### config.mk
export PLATFORM = sky130hd
export DESIGN_NAME = irq_router
export DESIGN_NICKNAME = d
export VERILOG_FILES = /design/src/rtl/irq_router_pkg.sv /design/src/rtl/irq_router_regs.sv /design/src/rtl/irq_router_fanin.sv /design/src/rtl/irq_router.sv
export SDC_FILE = /design/constraint.sdc
export NUM_CORES = 1
export LEC_CHECK = 0
export CORE_ASPECT_RATIO = 1.1
export CORE_MARGIN = 1.5
export CORE_UTILIZATION = 45
export DETAILED_ROUTE_END_ITERATION = 10
export PLACE_DENSITY = 0.66
export SLEW_MARGIN = 30
export SYNTH_ARGS = -nofsm -noshare
export SYNTH_HDL_FRONTEND = slang
export SYNTH_SLANG_ARGS = --single-unit
### constraint.sdc
create_clock -name clk -period 4.85 [get_ports clk]
set_clock_uncertainty 0.1 [all_clocks]
set_input_delay 0.485 -clock clk [delete_from_list [all_inputs] [get_ports clk]]
set_output_delay 0.485 -clock clk [all_outputs]
set_load 0.005 [all_outputs]
### src/rtl/irq_router_pkg.sv
// Package: irq_router_pkg
// Shared constants for the interrupt routing multiplexer: default sizes
// and the word address map of the register port.
// Assumes one mask bit per source, so the source count equals the data width.
package irq_router_pkg;

    // Default register data width; also the number of sources.
    localparam int DEF_DATA_W    = 32;
    // Width of one route code.
    localparam int DEF_FIELD_W   = 4;
    // Width of the CPU interrupt bus.
    localparam int DEF_CPU_BUS_W = 8;
    // First CPU bus bit driven by output line 0.
    localparam int DEF_CPU_BASE  = 2;
    // Number of output lines wired onto the CPU bus.
    localparam int DEF_CPU_LINES = 6;
    // Register port address width.
    localparam int ADDR_W        = 3;

    // Kind of word selected by an address.
    typedef enum logic [1:0] {
        WORD_ROUTE  = 2'd0,
        WORD_MASK   = 2'd1,
        WORD_STATUS = 2'd2,
        WORD_NONE   = 2'd3
    } word_kind_e;

endpackage

### src/rtl/irq_router_regs.sv
// Module: irq_router_regs
// Holds the route words and the mask word and serves the register port.
// Route words take the lowest addresses, the mask follows, then the
// read-only status word; anything above reads zero and ignores writes.
// Assumes reg_we is sampled once per clock; reads are combinational.
module irq_router_regs
    import irq_router_pkg::*;
#(
    parameter int DATA_W     = DEF_DATA_W,
    parameter int ROUTE_REGS = 4
) (
    input  logic                           clk,
    input  logic                           rst_n,
    input  logic [DATA_W-1:0]              src_irq,
    input  logic [ADDR_W-1:0]              reg_addr,
    input  logic                           reg_we,
    input  logic [DATA_W-1:0]              reg_wdata,
    output logic [DATA_W-1:0]              reg_rdata,
    output logic [ROUTE_REGS*DATA_W-1:0]   route_flat,
    output logic [DATA_W-1:0]              src_en
);

    localparam int RIDX_W = (ROUTE_REGS > 1) ? $clog2(ROUTE_REGS) : 1;
    localparam logic [ADDR_W-1:0] ADDR_MASK   = ADDR_W'(ROUTE_REGS);
    localparam logic [ADDR_W-1:0] ADDR_STATUS = ADDR_W'(ROUTE_REGS + 1);

    logic [DATA_W-1:0] route_q [ROUTE_REGS];
    logic [DATA_W-1:0] mask_q;
    word_kind_e        kind;
    logic [RIDX_W-1:0] ridx;

    // Classify the current address.
    always_comb begin
        if (reg_addr < ADDR_MASK)         kind = WORD_ROUTE;
        else if (reg_addr == ADDR_MASK)   kind = WORD_MASK;
        else if (reg_addr == ADDR_STATUS) kind = WORD_STATUS;
        else                              kind = WORD_NONE;
    end

    assign ridx = reg_addr[RIDX_W-1:0];

    // Route word storage, written when its address is strobed.
    generate
        for (genvar r = 0; r < ROUTE_REGS; r++) begin : g_route
            always_ff @(posedge clk) begin
                if (!rst_n)
                    route_q[r] <= '0;
                else if (reg_we && kind == WORD_ROUTE && ridx == RIDX_W'(r))
                    route_q[r] <= reg_wdata;
            end
            assign route_flat[r*DATA_W +: DATA_W] = route_q[r];
        end
    endgenerate

    // Mask word storage.
    always_ff @(posedge clk) begin
        if (!rst_n)
            mask_q <= '0;
        else if (reg_we && kind == WORD_MASK)
            mask_q <= reg_wdata;
    end

    assign src_en = mask_q;

    // Read data selection.
    always_comb begin
        case (kind)
            WORD_ROUTE:  reg_rdata = route_q[ridx];
            WORD_MASK:   reg_rdata = mask_q;
            WORD_STATUS: reg_rdata = src_irq;
            default:     reg_rdata = '0;
        endcase
    end

endmodule

### src/rtl/irq_router_fanin.sv
// Module: irq_router_fanin
// Combinational routing core: for every output line, ORs together the
// enabled, asserted sources whose route code equals line index + 1.
// Code 0 matches no line. Assumes route_flat packs source i at bits
// [i*FIELD_W +: FIELD_W].
module irq_router_fanin #(
    parameter int NUM_SRC = 32,
    parameter int FIELD_W = 4,
    parameter int NUM_OUT = 15
) (
    input  logic [NUM_SRC-1:0]          src_irq,
    input  logic [NUM_SRC-1:0]          src_en,
    input  logic [NUM_SRC*FIELD_W-1:0]  route_flat,
    output logic [NUM_OUT-1:0]          out_hit
);

    logic [NUM_SRC-1:0] live;

    // Sources that may contribute at all.
    assign live = src_irq & src_en;

    generate
        for (genvar o = 0; o < NUM_OUT; o++) begin : g_out
            localparam logic [FIELD_W-1:0] CODE = FIELD_W'(o + 1);
            logic [NUM_SRC-1:0] sel;
            for (genvar i = 0; i < NUM_SRC; i++) begin : g_src
                // Source i selects this line.
                assign sel[i] = live[i] & (route_flat[i*FIELD_W +: FIELD_W] == CODE);
            end
            // Line is the OR of its selected sources.
            assign out_hit[o] = |sel;
        end
    endgenerate

endmodule

### src/rtl/irq_router.sv
// Module: irq_router (top)
// Interrupt routing multiplexer. Sources pass through a per-source mask
// and a 4-bit route code onto up to 15 registered output lines; lines
// 0..CPU_LINES-1 are also wired onto a CPU bus starting at CPU_BASE.
// Assumes DATA_W sources, one mask bit each, and a synchronous
// active-low reset.
module irq_router
    import irq_router_pkg::*;
#(
    parameter int DATA_W    = DEF_DATA_W,
    parameter int FIELD_W   = DEF_FIELD_W,
    parameter int CPU_BUS_W = DEF_CPU_BUS_W,
    parameter int CPU_BASE  = DEF_CPU_BASE,
    parameter int CPU_LINES = DEF_CPU_LINES
) (
    input  logic                        clk,
    input  logic                        rst_n,
    input  logic [DATA_W-1:0]           src_irq,
    input  logic [ADDR_W-1:0]           reg_addr,
    input  logic                        reg_we,
    input  logic [DATA_W-1:0]           reg_wdata,
    output logic [DATA_W-1:0]           reg_rdata,
    output logic [(1<<FIELD_W)-2:0]     out_line,
    output logic [CPU_BUS_W-1:0]        cpu_irq
);

    localparam int NUM_SRC    = DATA_W;
    localparam int NUM_OUT    = (1 << FIELD_W) - 1;
    localparam int ROUTE_REGS = (NUM_SRC * FIELD_W) / DATA_W;

    logic [ROUTE_REGS*DATA_W-1:0] route_w;
    logic [NUM_SRC-1:0]           mask_w;
    logic [NUM_OUT-1:0]           hit_w;
    logic [NUM_OUT-1:0]           out_q;

    irq_router_regs #(
        .DATA_W     (DATA_W),
        .ROUTE_REGS (ROUTE_REGS)
    ) u_regs (
        .clk        (clk),
        .rst_n      (rst_n),
        .src_irq    (src_irq),
        .reg_addr   (reg_addr),
        .reg_we     (reg_we),
        .reg_wdata  (reg_wdata),
        .reg_rdata  (reg_rdata),
        .route_flat (route_w),
        .src_en     (mask_w)
    );

    irq_router_fanin #(
        .NUM_SRC    (NUM_SRC),
        .FIELD_W    (FIELD_W),
        .NUM_OUT    (NUM_OUT)
    ) u_fanin (
        .src_irq    (src_irq),
        .src_en     (mask_w),
        .route_flat (route_w),
        .out_hit    (hit_w)
    );

    // Output register: one cycle from inputs or routing to the lines.
    always_ff @(posedge clk) begin
        if (!rst_n)
            out_q <= '0;
        else
            out_q <= hit_w;
    end

    assign out_line = out_q;

    // Fixed wiring of the low output lines onto the CPU bus.
    generate
        for (genvar k = 0; k < CPU_BUS_W; k++) begin : g_cpu
            if (k >= CPU_BASE && k < CPU_BASE + CPU_LINES && (k - CPU_BASE) < NUM_OUT) begin : g_wired
                assign cpu_irq[k] = out_q[k - CPU_BASE];
            end else begin : g_tied
                assign cpu_irq[k] = 1'b0;
            end
        end
    endgenerate

endmodule

## After elaboration in Yosys (flattened, before gate mapping)

Memory sizes are Yosys's and may differ from the RTL's.
Index checks and enable logic that the tools add are counted.

| cells by class | value |
|---|---|
| magnitude comparators | 1 |
| equal/unequal tests | 487 |
| mux-type cells | 21 |
| bitwise operators | 485 |
| reductions and logical operators | 23 |

Operators with widths:

| kind | count |
|---|---|
| $eq A4 B4 Y1 const B | 256 |
| $eq A4 B3 Y1 const B | 128 |
| $and A1 B1 Y1 | 480 |
| $reduce_or A32 Y1 | 15 |
| $eq A4 B2 Y1 const B | 64 |
| $eq A4 B1 Y1 const B | 32 |
| $mux W32 | 4 |
| $pmux W32 S3 | 1 |
| $and A32 B32 Y32 | 1 |
| $mux W1 | 14 |
| $eq A2 B2 Y1 const B | 3 |
| $eq A3 B3 Y1 const B | 2 |
| $logic_and A1 B1 Y1 | 6 |
| $eq A2 B1 Y1 const B | 2 |
| $logic_not A2 Y1 | 2 |
| $mux W2 | 2 |
| $or A1 B1 Y1 | 4 |
| $lt A3 B3 Y1 const B | 1 |

| word-level totals | value |
|---|---|
| flip-flop bits (word level) | 47 |
| RAM bits | 128 |
| output and inout bits | 55 |
| logic and storage cells | 1020 |
| memories kept | 1 |

Memories:

| name | words | bits a word | read ports | clocked after memory_dff | write ports | RTL line | source |
|---|---|---|---|---|---|---|---|
| u_regs.route_q | 4 | 32 | 5 | 0 | 4 | irq_router_regs.sv:27 | `logic [DATA_W-1:0] route_q [ROUTE_REGS];` |

## Depth between registers and ports, before layout

| logic depth | value |
|---|---|
| depth after elaboration | 11 |
| gate-level depth with buffers | 6 |
| depth with buffers taken out | 5 |

## Hierarchy

From an unflattened synthesis, not the netlist that was laid out.

| unflattened totals | value |
|---|---|
| cells, all modules | 1354 |
| area, all modules | 12234.2 µm² |

By module, submodules not included:

| module | instances | cells an instance | area each (µm²) | sequential area each (µm²) |
|---|---|---|---|---|
| irq_router_regs | 1 | 605 | 7473.4 | 4484.3 |
| irq_router_fanin | 1 | 709 | 4277.9 | 0.0 |
| irq_router | 1 | 40 | 483.0 | 300.3 |

## Worst setup path after synthesis

Ideal clock, no wire load.

| path | value |
|---|---|
| kind | input -> register |
| start | input reg_addr[1] |
| end | memory u_regs.route_q[2][0] (netlist name) (enable) |
| setup time | 470 ps |
| data arrival time | 3531 ps |
| setup slack | 749 ps |
| cell stages on the path | 4 |
| path buffers | 2 |
| path through | buf_2 buf_1 nand2_1 o31ai_1 |

RTL lines:

| element | RTL line | source |
|---|---|---|
| from (decl) | irq_router.sv:19 | `input logic [ADDR_W-1:0] reg_addr,` |
| to (decl) | irq_router_regs.sv:27 |  |

## Worst setup path after layout

| path | value |
|---|---|
| start | input reg_addr[1] |
| end | output reg_rdata[10] |

| on the way | value |
|---|---|
| cells in the longest elaborated chain, start to end | 6 |
| elaborated cells between the ends (all ways) | 11 |

RTL lines:

| element | RTL line | source |
|---|---|---|
| $eq A3 B3 Y1 | irq_router_regs.sv:36 | `else if (reg_addr == ADDR_STATUS) kind = WORD_STATUS;` |
| $mux W1 | irq_router_regs.sv:36 |  |
| $mux W2 | irq_router_regs.sv:35 | `else if (reg_addr == ADDR_MASK) kind = WORD_MASK;` |
| $mux W2 | irq_router_regs.sv:34 | `if (reg_addr < ADDR_MASK) kind = WORD_ROUTE;` |
| $eq A2 B2 Y1, or another cell as far along | irq_router_regs.sv:67 | `case (kind)` |
| $pmux W32 S3 (*) | irq_router_regs.sv:67 |  |
| to (decl) | irq_router.sv:22 | `output logic [DATA_W-1:0] reg_rdata,` |

Mark *: on every way between the ends. The rest lies on a longest branch, timed or not.

==> flow_metrics.env <==
export IMPL_yosysMostFrequentCell="o22ai_1"
export IMPL_total_leakage_power_uw=0.004434
export IMPL_drtAntennaViolNets=0
export IMPL_cts_made_buffers=17
export IMPL_post_route_period_util_pct=69.55
export IMPL_fillCellCount=2390
export IMPL_clk_pin_slew_worst_paths_ns=0.08
export IMPL_synth_area_leaders="edfxtp_1 (32%), o22ai_1 (8.4%), dfxtp_1 (7.8%), and2_1 (6.6%), mux4_2 (5.8%)"
export IMPL_rows=62
export IMPL_grt_usage_pct=51.60
export IMPL_synth_common_cells="o22ai_1 (161), and2_1 (128), edfxtp_1 (128), nand2_1 (117), nor3_1 (96)"
export IMPL_fmax_mhz=296.5
export IMPL_tns_ns=0
export IMPL_rrSetupSlack_ns=1.54
export IMPL_hold_viol=0
export IMPL_die_x_um=159.1
export IMPL_synthToLayoutAreaGrowth_pct=18.46
export IMPL_synth_avg_cell_area_um2=9.347
export IMPL_grt_overflow=0
export IMPL_power_switching_uw=1283
export IMPL_antenna_found_initial=4
export IMPL_pin_count=125
export IMPL_num_vias=13870
export IMPL_worst_pin_slew_ns=1.185
export IMPL_endpoint_kind="primary output"
export IMPL_crit_cells=6
export IMPL_layout_drive_gt1_share_pct=6.914
export IMPL_hp_class="reg -> reg"
export IMPL_path_delay_family="buffers and inverters"
export IMPL_yosys_area_top_type="edfxtp_1"
export IMPL_dp_hpwl_um=55740
export IMPL_status="complete, no violations"
export IMPL_seq_area_frac_synth_pct=39.68
export IMPL_startpoint="reg_addr[1]"
export IMPL_ys_warn_count=0
export IMPL_pwr_share_seq_pct=47.7
export IMPL_routabilityCongestion=1.153
export IMPL_avgViaCountPerCell=7.904
export IMPL_netlist_instances=1290
export IMPL_maxSlewViolCount=0
export IMPL_drc=0
export IMPL_cts_sinks=175
export IMPL_r2r_start="u_regs.route_q[0][18]$_SDFFCE_PN0P_"
export IMPL_ys_ff_latch=175
export IMPL_synth_flop_cell="edfxtp_1"
export IMPL_cp_slowest_cell="clkdlybuf4s50_1"
export IMPL_r2r_cells=5
export IMPL_cp_start_kind="input pin"
export IMPL_crit_chain="clkdlybuf4s50_1 > buf_4 > nand2b_1 > buf_4 > o22ai_1 > clkdlybuf4s50_1"
export IMPL_cp_data_required_time_ns=4.26
export IMPL_cts_buffer_depth=2
export IMPL_finalNetCount=1460
export IMPL_wl_um=72440
export IMPL_p_per_area_nw_per_um2=280.9
export IMPL_die_y_um=174.7
export IMPL_layout_min_cycle_time_ns=3.373
export IMPL_io_buffer_count=122
export IMPL_grt_first_pass_wirelength_um=99810
export IMPL_synthArstFlopShare_pct=0
export IMPL_clk_latency_ns=0.45
export IMPL_p_int_uw=2729
export IMPL_yosysUniqueCellTypes=48
export IMPL_ir_drop_v=0.0002406
export IMPL_combPwrFrac_pct=14.8
export IMPL_grt_start_max_net_pins=41
export IMPL_final_util_pct=54.48
export IMPL_grt_pass1_vias=13080
export IMPL_htreeDepth=4
export IMPL_dieArea_um2=27790
export IMPL_hold_buffers=0
export IMPL_synth_area_um2=12060
export IMPL_slew_limit_headroom_pct=20.29
export IMPL_initial_utilization_pct=45.99
export IMPL_initialDrtViolationCount=2789
export IMPL_timing_rr_end="out_line[0]$_SDFF_PN0_"
export IMPL_cts_setup_buffers=0
export IMPL_critPathMaxFanout=37
export IMPL_crit_path_end="reg_rdata[10]"
export IMPL_worst_ep_arrival_time_ns=2.79
export IMPL_antenna_cells=0
export IMPL_cap_violations=0
export IMPL_critPathBufInv=4
export IMPL_drtPass1Iterations=7
export IMPL_cts_tree="built"
export IMPL_finalSetupViolations=0
export IMPL_synth_edf_count=128
export IMPL_synth_top_area_share_pct=31.88
export IMPL_slowest_delay_ns=0.51
export IMPL_swShare_pct=31.99
export IMPL_rsz0062_at_grt="no"
export IMPL_wire_per_inst_um=41.28
export IMPL_coreArea_um2=26220
export IMPL_worst_setup_path_type="in -> out"
export IMPL_power_frac_clock_pct=37.5
export IMPL_ctsResizeCount=0
export IMPL_cts_root_buf="clkbuf_16"
-- placed cells by master, fill, tap and decap left out, types with 4 or more instances in the layout --
master / instances
nand2_1: 117
a41oi_1: 4
a21oi_1: 34
or4_1: 8
clkbuf_16: 17
buf_4: 18
o32ai_1: 28
nand4_1: 43
nor2_1: 40
o31a_1: 6
clkdlybuf4s50_1: 120
nor2b_1: 4
nand2b_1: 65
mux2i_1: 32
inv_8: 5
edfxtp_1: 128
mux4_2: 31
nand4b_1: 65
inv_6: 4
nand3b_1: 7
dfxtp_1: 47
nor4_1: 80
and2_1: 128
or3_1: 4
inv_1: 37
o22ai_1: 161
nor3_1: 94
nand4bb_1: 13
nand3_1: 11
-- routing by layer --
layer / track usage, % / part of all wire (%)
met5: 0 / 0.033
met4: 37.03 / 9.0
met3: 18.13 / 15
met2: 76.62 / 42
met1: 62.31 / 33
-- sequential cells by signal (all words and copies together), names as in the netlist --
signal          flops
u_regs.route_q    128
u_regs.src_en      32
out_line           15
-- area by class of cell --
cell class / count / area [um^2] / share of cell area (%)
Clock buffer: 17 / 425.4 / 2.978
Multi-Input combinational cell: 1020 / 6950 / 48.66
Tap cell: 352 / 440.4 / 3.083
Clock inverter: 15 / 187.7 / 1.314
Sequential cell: 175 / 4785 / 33.50
Inverter: 37 / 138.9 / 0.9723
Timing Repair Buffer: 139 / 1356 / 9.495
-- worst register-to-register path, cell delays in order (launching register included) --
cell,delay (ns)
edfxtp_1,0.70
nand2b_1,0.60
nor4_1,0.11
nor3_1,0.87
nand4_1,0.41
o31a_1,0.41
-- cells by family (layout without fill, tap and decap cells) --
| kind of cell | after synthesis | in the layout | share of synthesized area [%] |
|---|---|---|---|
| other | 1 | 2 | 0.03110 |
| DFF | 175 | 175 | 39.68 |
| buffers and inverters | 96 | 208 | 3.435 |
| muxes | 64 | 64 | 8.665 |
| AOI/OAI and AO/OA | 254 | 254 | 13.82 |
| and+or+nand+nor | 700 | 700 | 34.37 |
-- stage by stage --
step | setup WS (ns) | cells | total power (uW) | hold WS [ns] | area (um^2)
final | 1.477 | 1755 | 4012 | 0.4318 | 14280
after global routing | 1.452 | 1755 | 4058 | 0.4620 | 14280
after CTS | 1.523 | 1755 | 3943 | 0.4304 | 14260
after detailed placement | 1.519 | 1723 | 2482 | 0.4198 | 13650
after global placement | 1.664 | 1723 | 2474 | 0.4031 | 13650
after floorplan | 0.7494 | 1291 | 2098 | 0.3833 | 12060
-- worst min path at each step --
stage                                               from                             end  slack [ns]  cells after the start
after global routing      u_regs.src_en[19]$_SDFFE_PN0P_  u_regs.src_en[19]$_SDFFE_PN0P_        0.46                      2
after CTS                 u_regs.src_en[19]$_SDFFE_PN0P_  u_regs.src_en[19]$_SDFFE_PN0P_        0.43                      2
after floorplan            u_regs.src_en[0]$_SDFFE_PN0P_   u_regs.src_en[0]$_SDFFE_PN0P_        0.38                      2
final                     u_regs.src_en[19]$_SDFFE_PN0P_  u_regs.src_en[19]$_SDFFE_PN0P_        0.43                      2
after detailed placement  u_regs.src_en[19]$_SDFFE_PN0P_  u_regs.src_en[19]$_SDFFE_PN0P_        0.42                      2
after global placement    u_regs.src_en[30]$_SDFFE_PN0P_  u_regs.src_en[30]$_SDFFE_PN0P_        0.40                      2
-- power by group through the flow --
| stage | combinational, uW | sequential, uW | clock [uW] |
|---|---|---|---|
| floorplan | 289 | 1810 | 0 |
| global route | 604 | 1910 | 1550 |
| detailed placement | 564 | 1920 | 0 |
| CTS | 567 | 1890 | 1490 |
| global placement | 560 | 1910 | 0 |
| finish | 594 | 1910 | 1500 |
Power figures use the tool's default switching activity.
